<file path="config.mk">
export PLATFORM = sky130hd
export DESIGN_NAME = strobed_reg_slave
export DESIGN_NICKNAME = d
export VERILOG_FILES = /design/src/rtl/strobed_reg_pkg.sv /design/src/rtl/srs_sync.sv /design/src/rtl/srs_frame.sv /design/src/rtl/srs_regs.sv /design/src/rtl/strobed_reg_slave.sv
export SDC_FILE = /design/constraint.sdc
export NUM_CORES = 1
export LEC_CHECK = 0
export BUFFER_PORTS_ARGS = -buffer_cell sky130_fd_sc_hd__buf_2
export CAP_MARGIN = 30
export CORE_MARGIN = 5
export CORE_UTILIZATION = 27
export CTS_BUF_LIST = sky130_fd_sc_hd__clkbuf_16
export CTS_CLUSTER_DIAMETER = 30
export CTS_CLUSTER_SIZE = 28
export DETAILED_ROUTE_END_ITERATION = 6
export PLACE_DENSITY = 0.45
export SYNTH_ARGS = -nofsm -noshare
export SYNTH_HDL_FRONTEND = slang
export SYNTH_SLANG_ARGS = --single-unit
</file>
<file path="constraint.sdc">
create_clock -name clk -period 3 [get_ports clk]
set_clock_uncertainty 0.05 [all_clocks]
set_input_delay 0.15 -clock clk [delete_from_list [all_inputs] [get_ports clk]]
set_output_delay 0.15 -clock clk [all_outputs]
set_load 0.005 [all_outputs]
</file>
<file path="src/rtl/strobed_reg_pkg.sv">
package strobed_reg_pkg;

    localparam int REG_W     = 16;
    localparam int FRAME_AW  = 8;
    localparam int REG_AW    = FRAME_AW - 1;
    localparam int SYNC_DEPTH = 2;

    localparam logic [REG_AW-1:0] ADR_PLATFORM = 7'h10;
    localparam logic [REG_AW-1:0] ADR_FIRMWARE = 7'h11;
    localparam logic [REG_AW-1:0] ADR_FEN_BASE = 7'h20;
    localparam logic [REG_AW-1:0] ADR_GEN_BASE = 7'h30;
    localparam logic [REG_AW-1:0] ADR_DIR_BASE = 7'h40;

    typedef enum logic [2:0] {
        PH_IDLE,
        PH_ADDR,
        PH_LOAD,
        PH_WDATA,
        PH_RDATA,
        PH_TRAIL
    } phase_e;

    typedef struct packed {
        logic              rd;
        logic [REG_AW-1:0] reg_adr;
    } addr_frame_t;

    typedef struct packed {
        logic              en;
        logic [REG_AW-1:0] adr;
        logic [REG_W-1:0]  data;
    } wr_req_t;

    function automatic logic [REG_W-1:0] fw_word(input logic [3:0] build,
                                                 input logic [3:0] minor,
                                                 input logic [3:0] patch);
        return {build, 4'h0, minor, patch};
    endfunction

    function automatic logic in_bank(input logic [REG_AW-1:0] adr,
                                     input logic [REG_AW-1:0] base,
                                     input int idx);
        return adr == base + REG_AW'(idx);
    endfunction

endpackage

</file>
<file path="src/rtl/srs_sync.sv">
module srs_sync #(
    parameter int WIDTH = 3,
    parameter int STAGES = 2,
    parameter logic [WIDTH-1:0] RST_VAL = '0
) (
    input  logic             clk,
    input  logic             rst,
    input  logic [WIDTH-1:0] d,
    output logic [WIDTH-1:0] q
);

    logic [WIDTH-1:0] stage_q [STAGES];

    always_ff @(posedge clk) begin
        if (rst) begin
            for (int s = 0; s < STAGES; s++) stage_q[s] <= RST_VAL;
        end else begin
            stage_q[0] <= d;
            for (int s = 1; s < STAGES; s++) stage_q[s] <= stage_q[s-1];
        end
    end

    assign q = stage_q[STAGES-1];

endmodule

</file>
<file path="src/rtl/srs_frame.sv">
module srs_frame
    import strobed_reg_pkg::*;
#(
    parameter int DATA_W = REG_W
) (
    input  logic                clk,
    input  logic                rst,
    input  logic                clr_s,
    input  logic                stb_rise,
    input  logic                stb_fall,
    input  logic                sdi_s,
    input  logic [DATA_W-1:0]   rd_word,
    output logic [REG_AW-1:0]   rd_adr,
    output logic                rd_active,
    output logic                sdo,
    output wr_req_t             wr_req
);

    localparam int CNT_W = $clog2(DATA_W + 1);
    localparam logic [CNT_W-1:0] ADDR_LAST = CNT_W'(FRAME_AW - 1);
    localparam logic [CNT_W-1:0] DATA_LAST = CNT_W'(DATA_W - 1);
    localparam logic [CNT_W-1:0] DATA_ALL  = CNT_W'(DATA_W);

    phase_e            phase;
    logic [CNT_W-1:0]  cnt;
    addr_frame_t       frame;
    logic [DATA_W-1:0] shreg;
    logic              commit;

    always_ff @(posedge clk) begin
        if (rst) begin
            phase  <= PH_IDLE;
            cnt    <= '0;
            frame  <= '0;
            shreg  <= '0;
            commit <= 1'b0;
        end else if (!clr_s) begin
            phase  <= PH_ADDR;
            cnt    <= '0;
            frame  <= '0;
            shreg  <= '0;
            commit <= 1'b0;
        end else begin
            commit <= 1'b0;
            unique case (phase)
                PH_ADDR: if (stb_rise) begin
                    frame <= {frame[FRAME_AW-2:0], sdi_s};
                    if (cnt == ADDR_LAST) begin
                        cnt   <= '0;
                        phase <= PH_LOAD;
                    end else begin
                        cnt <= cnt + 1'b1;
                    end
                end
                PH_LOAD: begin
                    if (frame.rd) begin
                        shreg <= rd_word;
                        phase <= PH_RDATA;
                    end else begin
                        phase <= PH_WDATA;
                    end
                end
                PH_WDATA: if (stb_rise) begin
                    shreg <= {shreg[DATA_W-2:0], sdi_s};
                    if (cnt == DATA_LAST) begin
                        cnt   <= '0;
                        phase <= PH_TRAIL;
                    end else begin
                        cnt <= cnt + 1'b1;
                    end
                end
                PH_RDATA: begin
                    if (stb_rise && cnt != DATA_ALL) begin
                        cnt <= cnt + 1'b1;
                    end else if (stb_fall && cnt != '0) begin
                        if (cnt == DATA_ALL) begin
                            cnt   <= '0;
                            phase <= PH_TRAIL;
                        end else begin
                            shreg <= {shreg[DATA_W-2:0], 1'b0};
                        end
                    end
                end
                PH_TRAIL: if (stb_rise) begin
                    commit <= !frame.rd;
                    phase  <= PH_IDLE;
                end
                default: ;
            endcase
        end
    end

    assign rd_adr      = frame.reg_adr;
    assign rd_active   = (phase == PH_RDATA);
    assign sdo         = rd_active & shreg[DATA_W-1];
    assign wr_req.en   = commit;
    assign wr_req.adr  = frame.reg_adr;
    assign wr_req.data = shreg;

endmodule

</file>
<file path="src/rtl/srs_regs.sv">
module srs_regs
    import strobed_reg_pkg::*;
#(
    parameter int DATA_W = REG_W,
    parameter int FEN_BANKS = 2,
    parameter int GPIO_BANKS = 3,
    parameter logic [7:0] BOARD_ID = 8'h00,
    parameter logic [7:0] MAKER_ID = 8'h01,
    parameter logic [3:0] FW_BUILD = 4'h0,
    parameter logic [3:0] FW_MINOR = 4'h0,
    parameter logic [3:0] FW_PATCH = 4'h0
) (
    input  logic                          clk,
    input  logic                          rst,
    input  wr_req_t                       wr_req,
    input  logic [REG_AW-1:0]             rd_adr,
    output logic [DATA_W-1:0]             rd_word,
    output logic [FEN_BANKS*DATA_W-1:0]   fen_o,
    output logic [GPIO_BANKS*DATA_W-1:0]  gen_o,
    output logic [GPIO_BANKS*DATA_W-1:0]  gdir_o
);

    localparam logic [DATA_W-1:0] PLAT_WORD = DATA_W'({BOARD_ID, MAKER_ID});
    localparam logic [DATA_W-1:0] FW_WORD   = DATA_W'(fw_word(FW_BUILD, FW_MINOR, FW_PATCH));

    logic [DATA_W-1:0] fen_q  [FEN_BANKS];
    logic [DATA_W-1:0] gen_q  [GPIO_BANKS];
    logic [DATA_W-1:0] gdir_q [GPIO_BANKS];

    for (genvar i = 0; i < FEN_BANKS; i++) begin : g_fen
        always_ff @(posedge clk) begin
            if (rst) fen_q[i] <= '0;
            else if (wr_req.en && in_bank(wr_req.adr, ADR_FEN_BASE, i))
                fen_q[i] <= wr_req.data[DATA_W-1:0];
        end
        assign fen_o[i*DATA_W +: DATA_W] = fen_q[i];
    end

    for (genvar i = 0; i < GPIO_BANKS; i++) begin : g_gpio
        always_ff @(posedge clk) begin
            if (rst) begin
                gen_q[i]  <= '0;
                gdir_q[i] <= '0;
            end else if (wr_req.en) begin
                if (in_bank(wr_req.adr, ADR_GEN_BASE, i)) gen_q[i] <= wr_req.data[DATA_W-1:0];
                if (in_bank(wr_req.adr, ADR_DIR_BASE, i)) gdir_q[i] <= wr_req.data[DATA_W-1:0];
            end
        end
        assign gen_o[i*DATA_W +: DATA_W]  = gen_q[i];
        assign gdir_o[i*DATA_W +: DATA_W] = gdir_q[i];
    end

    always_comb begin
        rd_word = '0;
        if (rd_adr == ADR_PLATFORM) rd_word = PLAT_WORD;
        if (rd_adr == ADR_FIRMWARE) rd_word = FW_WORD;
        for (int i = 0; i < FEN_BANKS; i++)
            if (in_bank(rd_adr, ADR_FEN_BASE, i)) rd_word = fen_q[i];
        for (int i = 0; i < GPIO_BANKS; i++) begin
            if (in_bank(rd_adr, ADR_GEN_BASE, i)) rd_word = gen_q[i];
            if (in_bank(rd_adr, ADR_DIR_BASE, i)) rd_word = gdir_q[i];
        end
    end

endmodule

</file>
<file path="src/rtl/strobed_reg_slave.sv">
module strobed_reg_slave
    import strobed_reg_pkg::*;
#(
    parameter int FEN_BANKS = 2,
    parameter int GPIO_BANKS = 3,
    parameter logic [7:0] BOARD_ID = 8'h00,
    parameter logic [7:0] MAKER_ID = 8'h01,
    parameter logic [3:0] FW_BUILD = 4'h0,
    parameter logic [3:0] FW_MINOR = 4'h0,
    parameter logic [3:0] FW_PATCH = 4'h0
) (
    input  logic                         clk,
    input  logic                         rst,
    input  logic                         clr_n_i,
    input  logic                         stb_i,
    input  logic                         sdi_i,
    output logic                         sdo_o,
    output logic [FEN_BANKS*REG_W-1:0]   func_en_o,
    output logic [GPIO_BANKS*REG_W-1:0]  gpio_en_o,
    output logic [GPIO_BANKS*REG_W-1:0]  gpio_dir_o
);

    logic [2:0]        pins_s;
    logic              clr_s, stb_s, sdi_s, stb_q;
    logic              stb_rise, stb_fall;
    logic [REG_W-1:0]  rd_word;
    logic [REG_AW-1:0] rd_adr;
    logic              rd_active;
    wr_req_t           wr_req;
    logic              wr_commit;

    srs_sync #(.WIDTH(3), .STAGES(SYNC_DEPTH), .RST_VAL(3'b100)) u_sync (
        .clk (clk),
        .rst (rst),
        .d   ({clr_n_i, stb_i, sdi_i}),
        .q   (pins_s)
    );

    assign {clr_s, stb_s, sdi_s} = pins_s;

    always_ff @(posedge clk) begin
        if (rst) stb_q <= 1'b0;
        else     stb_q <= stb_s;
    end

    assign stb_rise = stb_s & ~stb_q;
    assign stb_fall = ~stb_s & stb_q;

    srs_frame #(.DATA_W(REG_W)) u_frame (
        .clk       (clk),
        .rst       (rst),
        .clr_s     (clr_s),
        .stb_rise  (stb_rise),
        .stb_fall  (stb_fall),
        .sdi_s     (sdi_s),
        .rd_word   (rd_word),
        .rd_adr    (rd_adr),
        .rd_active (rd_active),
        .sdo       (sdo_o),
        .wr_req    (wr_req)
    );

    assign wr_commit = wr_req.en;

    srs_regs #(
        .DATA_W     (REG_W),
        .FEN_BANKS  (FEN_BANKS),
        .GPIO_BANKS (GPIO_BANKS),
        .BOARD_ID   (BOARD_ID),
        .MAKER_ID   (MAKER_ID),
        .FW_BUILD   (FW_BUILD),
        .FW_MINOR   (FW_MINOR),
        .FW_PATCH   (FW_PATCH)
    ) u_regs (
        .clk     (clk),
        .rst     (rst),
        .wr_req  (wr_req),
        .rd_adr  (rd_adr),
        .rd_word (rd_word),
        .fen_o   (func_en_o),
        .gen_o   (gpio_en_o),
        .gdir_o  (gpio_dir_o)
    );

endmodule

</file>
* Word-level counts from Yosys, hierarchy flattened
Memory sizes are Yosys's and may differ from the RTL's.
Index checks and enable logic that the tools add are counted.
** Storage, ports and cells
- Memories kept :: 4
- Bits in latches :: 0
- Output and inout bits :: 129
- Memory bits (read-only) :: 0
- Bits of input ports :: 5
- Bits in writable memories :: 134
- Flip-flop bits (word level) :: 34
** Operators by class
- Shifts and indexed selects :: 0
- $mul :: 0
- Add/sub/neg operators :: 1
- Mux-type cells :: 78
- Reduce and logical (&&, ||, !) cells :: 16
- Div/mod/pow operators :: 0
- $lt $le $gt $ge :: 0
- Bitwise logic cells :: 18
- Equality and inequality tests :: 40
** Memory list
- u_regs.gdir_q :: depth 3, width 16, rd ports 3, clocked after memory_dff 0, wr ports 3, RTL line srs_regs.sv:28 : logic [DATA_W-1:0] gdir_q [GPIO_BANKS];
- u_regs.gen_q :: depth 3, width 16, rd ports 3, clocked after memory_dff 0, wr ports 3, RTL line srs_regs.sv:27 : logic [DATA_W-1:0] gen_q [GPIO_BANKS];
- u_regs.fen_q :: depth 2, width 16, rd ports 2, clocked after memory_dff 0, wr ports 2, RTL line srs_regs.sv:26 : logic [DATA_W-1:0] fen_q [FEN_BANKS];
- u_sync.stage_q :: depth 2, width 3, rd ports 2, clocked after memory_dff 0, wr ports 2, RTL line srs_sync.sv:12 : logic [WIDTH-1:0] stage_q [STAGES];
** Operator list (count)
- 16-bit two-way mux :: 21
- 16-bit one-hot mux with 3 select lines :: 1
- 1-bit two-way mux :: 36
- 7-bit by 6-bit equality test with 1-bit output, second input constant :: 5
- 5-bit two-way mux :: 7
- 3-bit two-way mux :: 11
- 7-bit equality test, second input constant :: 3
- 9-bit AND reduction :: 2
- 3-bit by 2-bit != test with 1-bit output, second input constant :: 5
- 3-bit != test, second input constant :: 5
- 3-bit one-hot mux with 5 select lines :: 1
- 5-bit one-hot mux with 3 select lines :: 1
- 7-bit by 5-bit equality test with 1-bit output, second input constant :: 2
- 2-bit by 1-bit != test with 1-bit output, second input constant :: 6
- 1-bit OR :: 10
- 5-bit nonzero test :: 2
- 2-bit != test, second input constant :: 4
- 3-bit by 2-bit equality test with 1-bit output, second input constant :: 2
- 3-bit equality test, second input constant :: 2
- 6-bit by 1-bit != test with 1-bit output, second input constant :: 1
- 6-bit AND reduction :: 1
- 3-bit nonzero test :: 2
- 5-bit by 1-bit adder with 5-bit output, second input constant :: 1
- 5-bit by 3-bit equality test with 1-bit output, second input constant :: 1
- 12 further kinds :: 21

* Longest topological paths before layout
Gate-level depths: netlist (run 1).
- Depth in word-level cells :: 13
- Mapped depth :: 8

* By module
Synthesis (run 1) repeated with hierarchy kept, for this count alone.
** Second synthesis, totals
- Cell total of the unflattened synthesis :: 759
- Area total of the unflattened synthesis :: 8486.9 µm²
** By module, submodules not included
- srs_regs :: cells an instance 526, instances 1, area each 6493.7 µm²
- srs_frame :: cells an instance 214, instances 1, area each 1774.2 µm²
- srs_sync :: cells an instance 15, instances 1, area each 180.2 µm²
- strobed_reg_slave :: cells an instance 4, instances 1, area each 38.8 µm²

* Worst setup path before layout (run 1)
No wires, ideal clock.
- Path kind :: register to register
- Start :: register u_frame.frame (netlist bit u_frame.rd_adr[1])
- End :: memory u_regs.fen_q[0][0] (netlist name), enable pin
- Arrival :: 1730 ps
- Required time :: 2558 ps
- Library setup time :: 392 ps
- Cell stages (with the launch flop) :: 5
- Path slack :: 828 ps
- Path through :: dfxtp_1 -> nor3_1 -> nand2b_1 -> clkbuf_1 -> o21bai_1
** RTL lines
- start: declaration :: RTL line srs_frame.sv:26 : addr_frame_t frame;
- start signal: assignment :: RTL line srs_frame.sv:47 : frame <= {frame[FRAME_AW-2:0], sdi_s};
- end: declaration :: RTL line srs_regs.sv:26

==> results.json, run 1 <==
{
  "outcome": "complete, no violations",
  "dp.cells": 1183,
  "clk_latency_ns": 0.43,
  "clock-root-buffer": "clkbuf_16",
  "hold_viol": 0,
  "drv_slew": 0,
  "post_drt_wl_per_cell_um": 21.94,
  "path_max_fanout": 16,
  "synth-compound-area-share_pct": 15.02,
  "ys_ff_latch": 168,
  "tightest_slew_ns": 0.8564,
  "grt_pass1_wl_um": 38960,
  "synthToLayoutAreaGrowth_pct": 21.24,
  "cpMaxStageDelayCell": "nor2_2",
  "syn_area_um2": 8058,
  "overflow": 0,
  "place.gp.congestion": 0.7985,
  "startpoint_type": "flip-flop",
  "dp_hpwl_um": 18930,
  "grt_pass1_vias": 5824,
  "drt_iter0_markers": 466,
  "drive_gt1_share_pct": 27.78,
  "ioPinCount": 134,
  "fin_tns_setup_ns": 0,
  "design_area_um2": 9769,
  "synth_top_family_by_area": "simple AND/OR/NAND/NOR gates",
  "cts_resized": 0,
  "cts_sinks": 168,
  "async_flop_share_pct": 0,
  "yosys.cell_count.top_type": "and2_1",
  "seq_area_frac_synth_pct": 57.64,
  "synth_top_area_share_pct": 47.70,
  "synth_cells": 685,
  "setup_viol": 0,
  "critPathArrivalTime_ns": 2.70,
  "via_per_inst": 4.915,
  "final_nets": 824,
  "yosys-top-cells-area": "edfxtp_1 48%, and2_1 10%, dfxtp_1 9.9%",
  "ir_worst_vdd_mv": 0.3312,
  "worst-setup-path-type": "flip-flop to flip-flop",
  "yosys_most_used_dff": "edfxtp_1",
  "final_cell_count_no_fill": 1218,
  "postLayoutCoreUtil_pct": 33.05,
  "cts_tree": "yes",
  "cts-buffers-inserted": 17,
  "p_per_area_nw_per_um2": 526.7,
  "cp_slowest_stage_delay_ns": 0.53,
  "avgSynthCellArea_um2": 11.76,
  "routed_wl_um": 26720,
  "cts.reportedPaths.clkPinSlew_ns": 0.07,
  "placed_area_um2": 9149,
  "detail_route.drc_violations": 0,
  "dieArea_um2": 33400,
  "grt_max_degree": 33,
  "synth_common_cells": "130 x and2_1, 128 x edfxtp_1, 45 x o21ai_0, 40 x dfxtp_1, 29 x a22oi_1",
  "synth_top_area_cell": "edfxtp_1",
  "timing.final.crit_period_ns": 2.459,
  "antenna_found_initial": 0,
  "synthMuxAreaShare_pct": 4.270,
  "synthAdderAreaFrac_pct": 0.6211,
  "yosys.area_share.xor_xnor_pct": 0.2174,
  "rsz0062_at_grt": "no",
  "fin_crit_sh_pct": 81.96,
  "vias": 5987,
  "crit_chain": "and2b_2, nand2_1, or2_1, nor2_2, and2_1",
  "start_util_pct": 27.26,
  "dr.pass1.iters": 5,
  "die_w_um": 182.8,
  "synthSimpleGateAreaFrac_pct": 18.76,
  "ctsLongestPathBuffers": 2,
  "synth_edf_count": 128,
  "grtUsageTotal_pct": 15.63,
  "cp_data_required_time_ns": 3.24,
  "fmax_mhz": 406.7,
  "rows": 63,
  "endpoint_kind": "flip-flop",
  "synthDistinctLibCells": 66,
  "slew_headroom_pct": 42.91,
  "hold_class": "input port to flip-flop",
  "die_h_um": 182.8,
  "fp.coreArea_um2": 29560,
  "syn_nets": 694,
  "port_buffers": 133,
  "diodes": 0,
  "yosys_warnings": 0,
  "leakage_nw": 3.440,
  "ant_nets": 0,
  "cts_htree_levels": 4,
  "drv_cap": 0
}
[cells by family after synthesis]
group / count (synthesis)
DFF: 168
AOI/OAI and AO/OA: 179
and+or+nand+nor: 243
muxes: 33
adders and majority gates: 4
buffers and inverters: 56
xor gates and xnor gates: 2
[what timing repair did]
item,in CTS,in global routing
hold endpoints to repair,3,0
hold buffers,3,0
buffers inserted,0,0
[routing by layer]
metal,up-vias,global-route usage [%],share of wire [%]
met2,210,22.98,43
met3,24,2.955,5.7
met4,0,4.713,1.8
met1,2941,23.37,49
met5,-,0,0
li1,2812,-,-
[path summary, 6_finish.rpt]
check             slack (ns)                             from  cells past startpoint                               end
setup / recovery        0.54   u_frame.rd_adr[5]$_SDFFE_PP0P_                      5  u_regs.gen_q[1][7]$_SDFFCE_PN0P_
hold / removal          0.16                              rst                      3   u_sync.stage_q[0][0]$_SDFF_PP0_
setup reg to reg        0.54   u_frame.rd_adr[5]$_SDFFE_PP0P_                      5  u_regs.gen_q[1][7]$_SDFFCE_PN0P_
hold reg to reg         0.36  u_sync.stage_q[0][2]$_SDFF_PP1_                      1   u_sync.stage_q[0][5]$_SDFF_PP1_
[registers in the layout, summed over array words and instances, names as in the netlist]
signal / cells
u_regs.gen_q: 48
u_frame.phase: 3
stb_q: 1
u_frame.shreg: 16
u_sync.stage_q: 6
u_frame.cnt: 5
u_regs.fen_q: 32
u_regs.gdir_q: 48
u_frame.frame: 1
u_frame.commit: 1
u_frame.rd_adr: 7
[power breakdown]
| part | switching, W | internal, W | total [W] |
|---|---|---|---|
| clock | 0.00102 | 0.00125 | 0.00227 |
| sequential | 0.0000797 | 0.00259 | 0.00267 |
| combinational | 0.000120 | 0.0000873 | 0.000207 |
| total | 0.00122 | 0.00393 | 0.00515 |
[placed cells by master, fill, tap and decap left out, types with 4 or more instances in the layout]
cell type,count
a21oi_1,20
a22oi_1,29
a2bb2oi_1,15
a31o_2,6
a31oi_1,17
and2_1,130
buf_2,133
buf_4,25
clkbuf_16,17
dfxtp_1,39
edfxtp_1,128
ha_1,4
inv_1,7
inv_6,4
mux2_2,11
mux2i_1,22
nand2_1,21
nand2b_1,6
nor2_1,28
nor2_2,4
nor2b_1,8
nor3_1,5
o2111ai_1,5
o21ai_0,45
o22ai_1,8
o2bb2ai_1,10
or4_1,9
[per-stage QoR]
stage               setup WS, ns  hold slack (ns)  total power, W
floorplan                 0.8276           0.2038        0.002761
detailed placement        0.5352           0.2867        0.002933
CTS                       0.5208           0.1479        0.005186
global placement          0.6426           0.2879        0.002933
global route              0.3744           0.1540        0.005306
finish                    0.5412           0.1637        0.005146
[layout make-up]
cell class                      instances  area (µm²)
Tap cell                              390       488.0
Clock buffer                           17       425.4
Sequential cell                       168        4646
Multi-Input combinational cell        461        3139
Clock inverter                         15       165.2
Inverter                                6       22.52
Timing Repair Buffer                  161       883.3
Fill cell                            2992       19790
[worst max-delay path, delay by kind of cell, from the launching register on]
family           cells  cell delay, ns
AND/OR/NAND/NOR      5            1.76
flip-flops           1            0.51
No activity file was read; power rests on OpenSTA's default activity.
==> run 2, diff against run 1 <==
- clock period: 3 -> 2.55 ns (I/O delays scaled with it)
==> run 2 against run 1 <==
Total power grew 16%. Fmax rose by 12%. Register-to-register slack lost 0.20 ns. Non-clock buffer count rose by 15. Global-route usage grew 0.24 points. Sequential share of layout area fell by 0.60 points. Critical path type unchanged. Setup slack worse by 0.20 ns. Combinational power rose by 26%. Sequential power up 18%. Wire length down 0.40%.
==> results.json, run 2 (synthesized netlist as in run 1, its figures left out) <==
{
  "cts_htree_levels": 4,
  "leakage_nw": 3.508,
  "fin_crit_sh_pct": 86.47,
  "postCtsSetupBuffers": 0,
  "p_per_area_nw_per_um2": 600.9,
  "clk_latency_ns": 0.43,
  "outcome": "complete, no violations",
  "start_util_pct": 27.26,
  "drv_slew": 0,
  "drive_gt1_share_pct": 28.47,
  "grt_pass1_wl_um": 39590,
  "drt_iter0_markers": 429,
  "setup_viol": 0,
  "slew_headroom_pct": 54.00,
  "detail_route.drc_violations": 0,
  "via_per_inst": 4.797,
  "min_from": "rst",
  "crit_start": "u_frame.rd_adr[0]$_SDFFE_PP0P_",
  "grt_max_degree": 33,
  "timing.final.crit_period_ns": 2.205,
  "cp_data_required_time_ns": 2.86,
  "fp.coreArea_um2": 29560,
  "rsz0062_at_grt": "no",
  "overflow": 0,
  "ant_nets": 0,
  "cts-buffers-inserted": 17,
  "path_max_fanout": 9,
  "diodes": 0,
  "place.gp.congestion": 0.7980,
  "ctsLongestPathBuffers": 2,
  "r2r-start": "u_frame.rd_adr[0]$_SDFFE_PP0P_",
  "antenna_found_initial": 0,
  "cts_tree": "yes",
  "ir_worst_vdd_mv": 0.4356,
  "clock-root-buffer": "clkbuf_16",
  "dp_hpwl_um": 19360,
  "dr.pass1.iters": 5,
  "r2r_cells": 5,
  "die_h_um": 182.8,
  "post_drt_wl_per_cell_um": 21.59,
  "endpoint": "u_frame.shreg[14]$_SDFFE_PP0P_",
  "endpoint_kind": "flip-flop",
  "tightest_slew_ns": 0.6881,
  "dp.cells": 1198,
  "hold_class": "input port to flip-flop",
  "cts_sinks": 168,
  "routed_wl_um": 26620,
  "layout_commonest_cell": "buf_2",
  "final_cell_mix": "133 x buf_2, 130 x and2_1, 128 x edfxtp_1",
  "grt_pass1_vias": 5961,
  "synthToLayoutAreaGrowth_pct": 22.80,
  "hold_viol": 0,
  "postLayoutCoreUtil_pct": 33.47,
  "cts.reportedPaths.clkPinSlew_ns": 0.07,
  "dieArea_um2": 33400,
  "final_nets": 839,
  "fin_tns_setup_ns": 0,
  "ioPinCount": 134,
  "critPathArrivalTime_ns": 2.51,
  "startpoint_type": "flip-flop",
  "worst-setup-path-type": "flip-flop to flip-flop",
  "rows": 63,
  "port_buffers": 133,
  "final_cell_count_no_fill": 1233,
  "r2r_end": "u_frame.shreg[14]$_SDFFE_PP0P_",
  "drv_cap": 0,
  "vias": 5915,
  "die_w_um": 182.8,
  "reg_top3": "u_regs.gdir_q (48), u_regs.gen_q (48), u_regs.fen_q (32)",
  "reg2reg_slack_ns": 0.34,
  "grtUsageTotal_pct": 15.88,
  "fmax_mhz": 453.5
}
run 2: worst max-delay path, cell delays in order (launching register included):
cell     delay (ns)
dfxtp_1        0.45
nor4b_2        0.62
buf_4          0.29
a22oi_1        0.14
or4_1          0.42
a31oi_1        0.17
run 2: how the worst min path moves through the flow:
stage / endpoint / cells after the start
final: stb_q$_SDFF_PP0_ / 3
after global routing: u_sync.stage_q[0][3]$_SDFF_PP0_ / 3
after CTS: u_sync.stage_q[0][3]$_SDFF_PP0_ / 3
after detailed placement: u_sync.stage_q[0][2]$_SDFF_PP1_ / 2
after global placement: u_sync.stage_q[0][2]$_SDFF_PP1_ / 2
after floorplan: u_sync.stage_q[0][2]$_SDFF_PP1_ / 1
run 2: layout make-up:
cell class                 instances  area, µm²
clock inverter                    15      140.1
clock buffer                      17      425.4
inverter                           6      22.52
tap                              390      488.0
timing repair buffer             176       1033
multi-input combinational        461       3139
fill                            3005      19670
sequential                       168       4646
run 2: stage by stage:
stage          hold WS (ns)  power (W)  worst slack, ns  cell area [µm²]
2_1_floorplan        0.1813   0.003248           0.3776             8058
3_3_place_gp         0.2652   0.003465           0.3292             9299
3_5_place_dp         0.2638   0.003465           0.3748             9299
4_1_cts              0.1149   0.006010           0.3429             9894
5_1_grt              0.1174   0.006151           0.2105             9894
6_report             0.1147   0.005945           0.3450             9894
run 2: layer usage:
metal  GRT usage (%)  share of wire, %  vias to the layer above
li1                -                 -                     2834
met1           23.68                49                     2866
met2           24.27                45                      197
met3           2.499               5.2                       18
met4           3.753               1.1                        0
met5               0                 0                        -
run 2: power breakdown:
part	total (W)	internal (W)	switching, W
Clock	0.00255	0.00143	0.00112
Combinational	0.000261	0.000112	0.000149
Sequential	0.00314	0.00305	0.0000891
Total	0.00595	0.00459	0.00135
run 2: what timing repair did:
item	CTS	global route
hold buffers	3	0
resized for setup	0	0
setup endpoints to repair	0	0
hold endpoints to repair	3	0
==> run 3, diff against run 2 <==
- CAP_MARGIN: 30 -> default
- CORE_ASPECT_RATIO: default -> 0.8
==> run 3 against run 2 <==
Combinational power decreased by 5%. Utilization grew 0.13 points. Critical path type unchanged. Sequential power barely moved. Sequential cell count stayed put. Cell count is 1.2% lower.
==> results.json, run 3 (synthesized netlist as in run 1, its figures left out) <==
{
  "outcome": "complete, no violations",
  "grt_max_degree": 23,
  "die_h_um": 164.5,
  "cts_sinks": 168,
  "routed_wl_um": 27400,
  "placed_area_um2": 9224,
  "ant_nets": 0,
  "postLayoutCoreUtil_pct": 33.60,
  "layout_commonest_cell": "buf_2",
  "reg2reg_slack_ns": 0.36,
  "detail_route.drc_violations": 0,
  "endpoint_kind": "flip-flop",
  "tightest_slew_ns": 0.5511,
  "clk_latency_ns": 0.44,
  "r2r_cells": 7,
  "vias": 6031,
  "cts_tree": "yes",
  "fill_cells": 2966,
  "drv_cap": 0,
  "r2r_end": "u_frame.shreg[2]$_SDFFE_PP0P_",
  "critPathArrivalTime_ns": 2.45,
  "drt_iter0_markers": 524,
  "setup_viol": 0,
  "fmax_mhz": 456.1,
  "grt_pass1_wl_um": 40520,
  "min_from": "rst",
  "place.gp.congestion": 0.8216,
  "hold_viol": 0,
  "timing.final.crit_period_ns": 2.193,
  "drv_slew": 0,
  "ctsLongestPathBuffers": 2,
  "clock-root-buffer": "clkbuf_16",
  "synthToLayoutAreaGrowth_pct": 22.42,
  "startpoint_type": "flip-flop",
  "cts_resized": 0,
  "cts_htree_levels": 4,
  "dieArea_um2": 33420,
  "worst-setup-path-type": "flip-flop to flip-flop",
  "dr.pass1.iters": 5,
  "fin_tns_setup_ns": 0,
  "post_drt_wl_per_cell_um": 22.50,
  "dp_hpwl_um": 20190,
  "reg_top3": "u_regs.gdir_q (48), u_regs.gen_q (48), u_regs.fen_q (32)",
  "diodes": 0,
  "antenna_found_initial": 0,
  "fp.coreArea_um2": 29360,
  "min_path_cells": 3,
  "grt_pass1_vias": 5810,
  "drive_gt1_share_pct": 28.42,
  "cts.reportedPaths.clkPinSlew_ns": 0.06,
  "hold-path-endpoint": "u_sync.stage_q[0][4]$_SDFF_PP0_",
  "rsz0062_at_grt": "no",
  "final_nets": 837,
  "cts-buffers-inserted": 17,
  "via_per_inst": 4.952,
  "grtUsageTotal_pct": 16.46,
  "postCtsSetupBuffers": 0,
  "die_w_um": 203.1,
  "path_max_fanout": 14,
  "port_buffers": 133,
  "cp_data_required_time_ns": 2.81,
  "ir_worst_vdd_mv": 0.4325,
  "r2r-start": "u_frame.phase[0]$_SDFFE_PP0P_",
  "rows": 56,
  "overflow": 0,
  "leakage_nw": 3.507,
  "hold_class": "input port to flip-flop",
  "slew_headroom_pct": 63.21,
  "fin_crit_sh_pct": 85.99,
  "p_per_area_nw_per_um2": 621.0,
  "ioPinCount": 134,
  "start_util_pct": 27.45,
  "final_cell_mix": "133 x buf_2, 130 x and2_1, 128 x edfxtp_1",
  "design_area_um2": 9864
}
[run 3: final cells by class]
type / count / area [µm²] / share of cell area [%]
clock inverters: 15 / 185.2 / 1.877
multi-input cells: 461 / 3133 / 31.76
repair buffers: 174 / 980.9 / 9.944
well taps: 377 / 471.7 / 4.782
clock buffers: 17 / 425.4 / 4.313
inverters: 6 / 22.52 / 0.2283
flip-flops and latches: 168 / 4646 / 47.10
[run 3: report_power, final]
group | total, W | internal, W | switching, W
combinational | 0.000249 | 0.000104 | 0.000145
sequential | 0.00314 | 0.00305 | 0.0000939
clock | 0.00273 | 0.00163 | 0.00111
total | 0.00613 | 0.00478 | 0.00135
[run 3: per-layer routing]
layer	wire length (µm)	share of wire [%]	GRT usage [%]	vias up
met3	1900	6.9	4.495	18
li1	-	-	-	2841
met2	10790	39	22.09	216
met5	0	0	0	-
met1	14360	52	25.92	2956
met4	354	1.3	3.770	0
[run 3: worst max-delay path: stages (launching register included)]
cell and delay, ns:
dfxtp_1 0.62, and3b_1 0.49, nor2_4 0.10, buf_4 0.18, nand2_1 0.06, buf_4 0.21, a2bb2oi_1 0.24, a31oi_1 0.11
[run 3: worst max path at each step]
| stage | cells past startpoint | slack [ns] | startpoint | endpoint |
|---|---|---|---|---|
| floorplan | 4 | 0.38 | u_frame.rd_adr[1]$_SDFFE_PP0P_ | u_regs.fen_q[0][0]$_SDFFCE_PN0P_ |
| global placement | 7 | 0.41 | u_frame.phase[0]$_SDFFE_PP0P_ | u_frame.shreg[2]$_SDFFE_PP0P_ |
| detailed placement | 7 | 0.42 | u_frame.phase[0]$_SDFFE_PP0P_ | u_frame.shreg[2]$_SDFFE_PP0P_ |
| CTS | 7 | 0.40 | u_frame.phase[0]$_SDFFE_PP0P_ | u_frame.shreg[2]$_SDFFE_PP0P_ |
| global route | 6 | 0.25 | u_frame.phase[0]$_SDFFE_PP0P_ | u_frame.shreg[1]$_SDFFE_PP0P_ |
| finish | 7 | 0.36 | u_frame.phase[0]$_SDFFE_PP0P_ | u_frame.shreg[2]$_SDFFE_PP0P_ |
[run 3: timing repair]
item | in CTS | in global routing
endpoints found under the hold margin | 3 | 0
hold buffers | 3 | 0
setup endpoints to repair | 0 | 0
[run 3: stage by stage]
stage          total power [W]  setup slack, ns  instances  hold WS (ns)
3_3_place_gp          0.003463           0.4120       1183        0.2618
6_report              0.006126           0.3573       1218        0.1024
2_1_floorplan         0.003248           0.3776        685        0.1813
4_1_cts               0.006185           0.3996       1218       0.09304
5_1_grt               0.006339           0.2474       1218       0.09215
3_5_place_dp          0.003459           0.4216       1183        0.2617
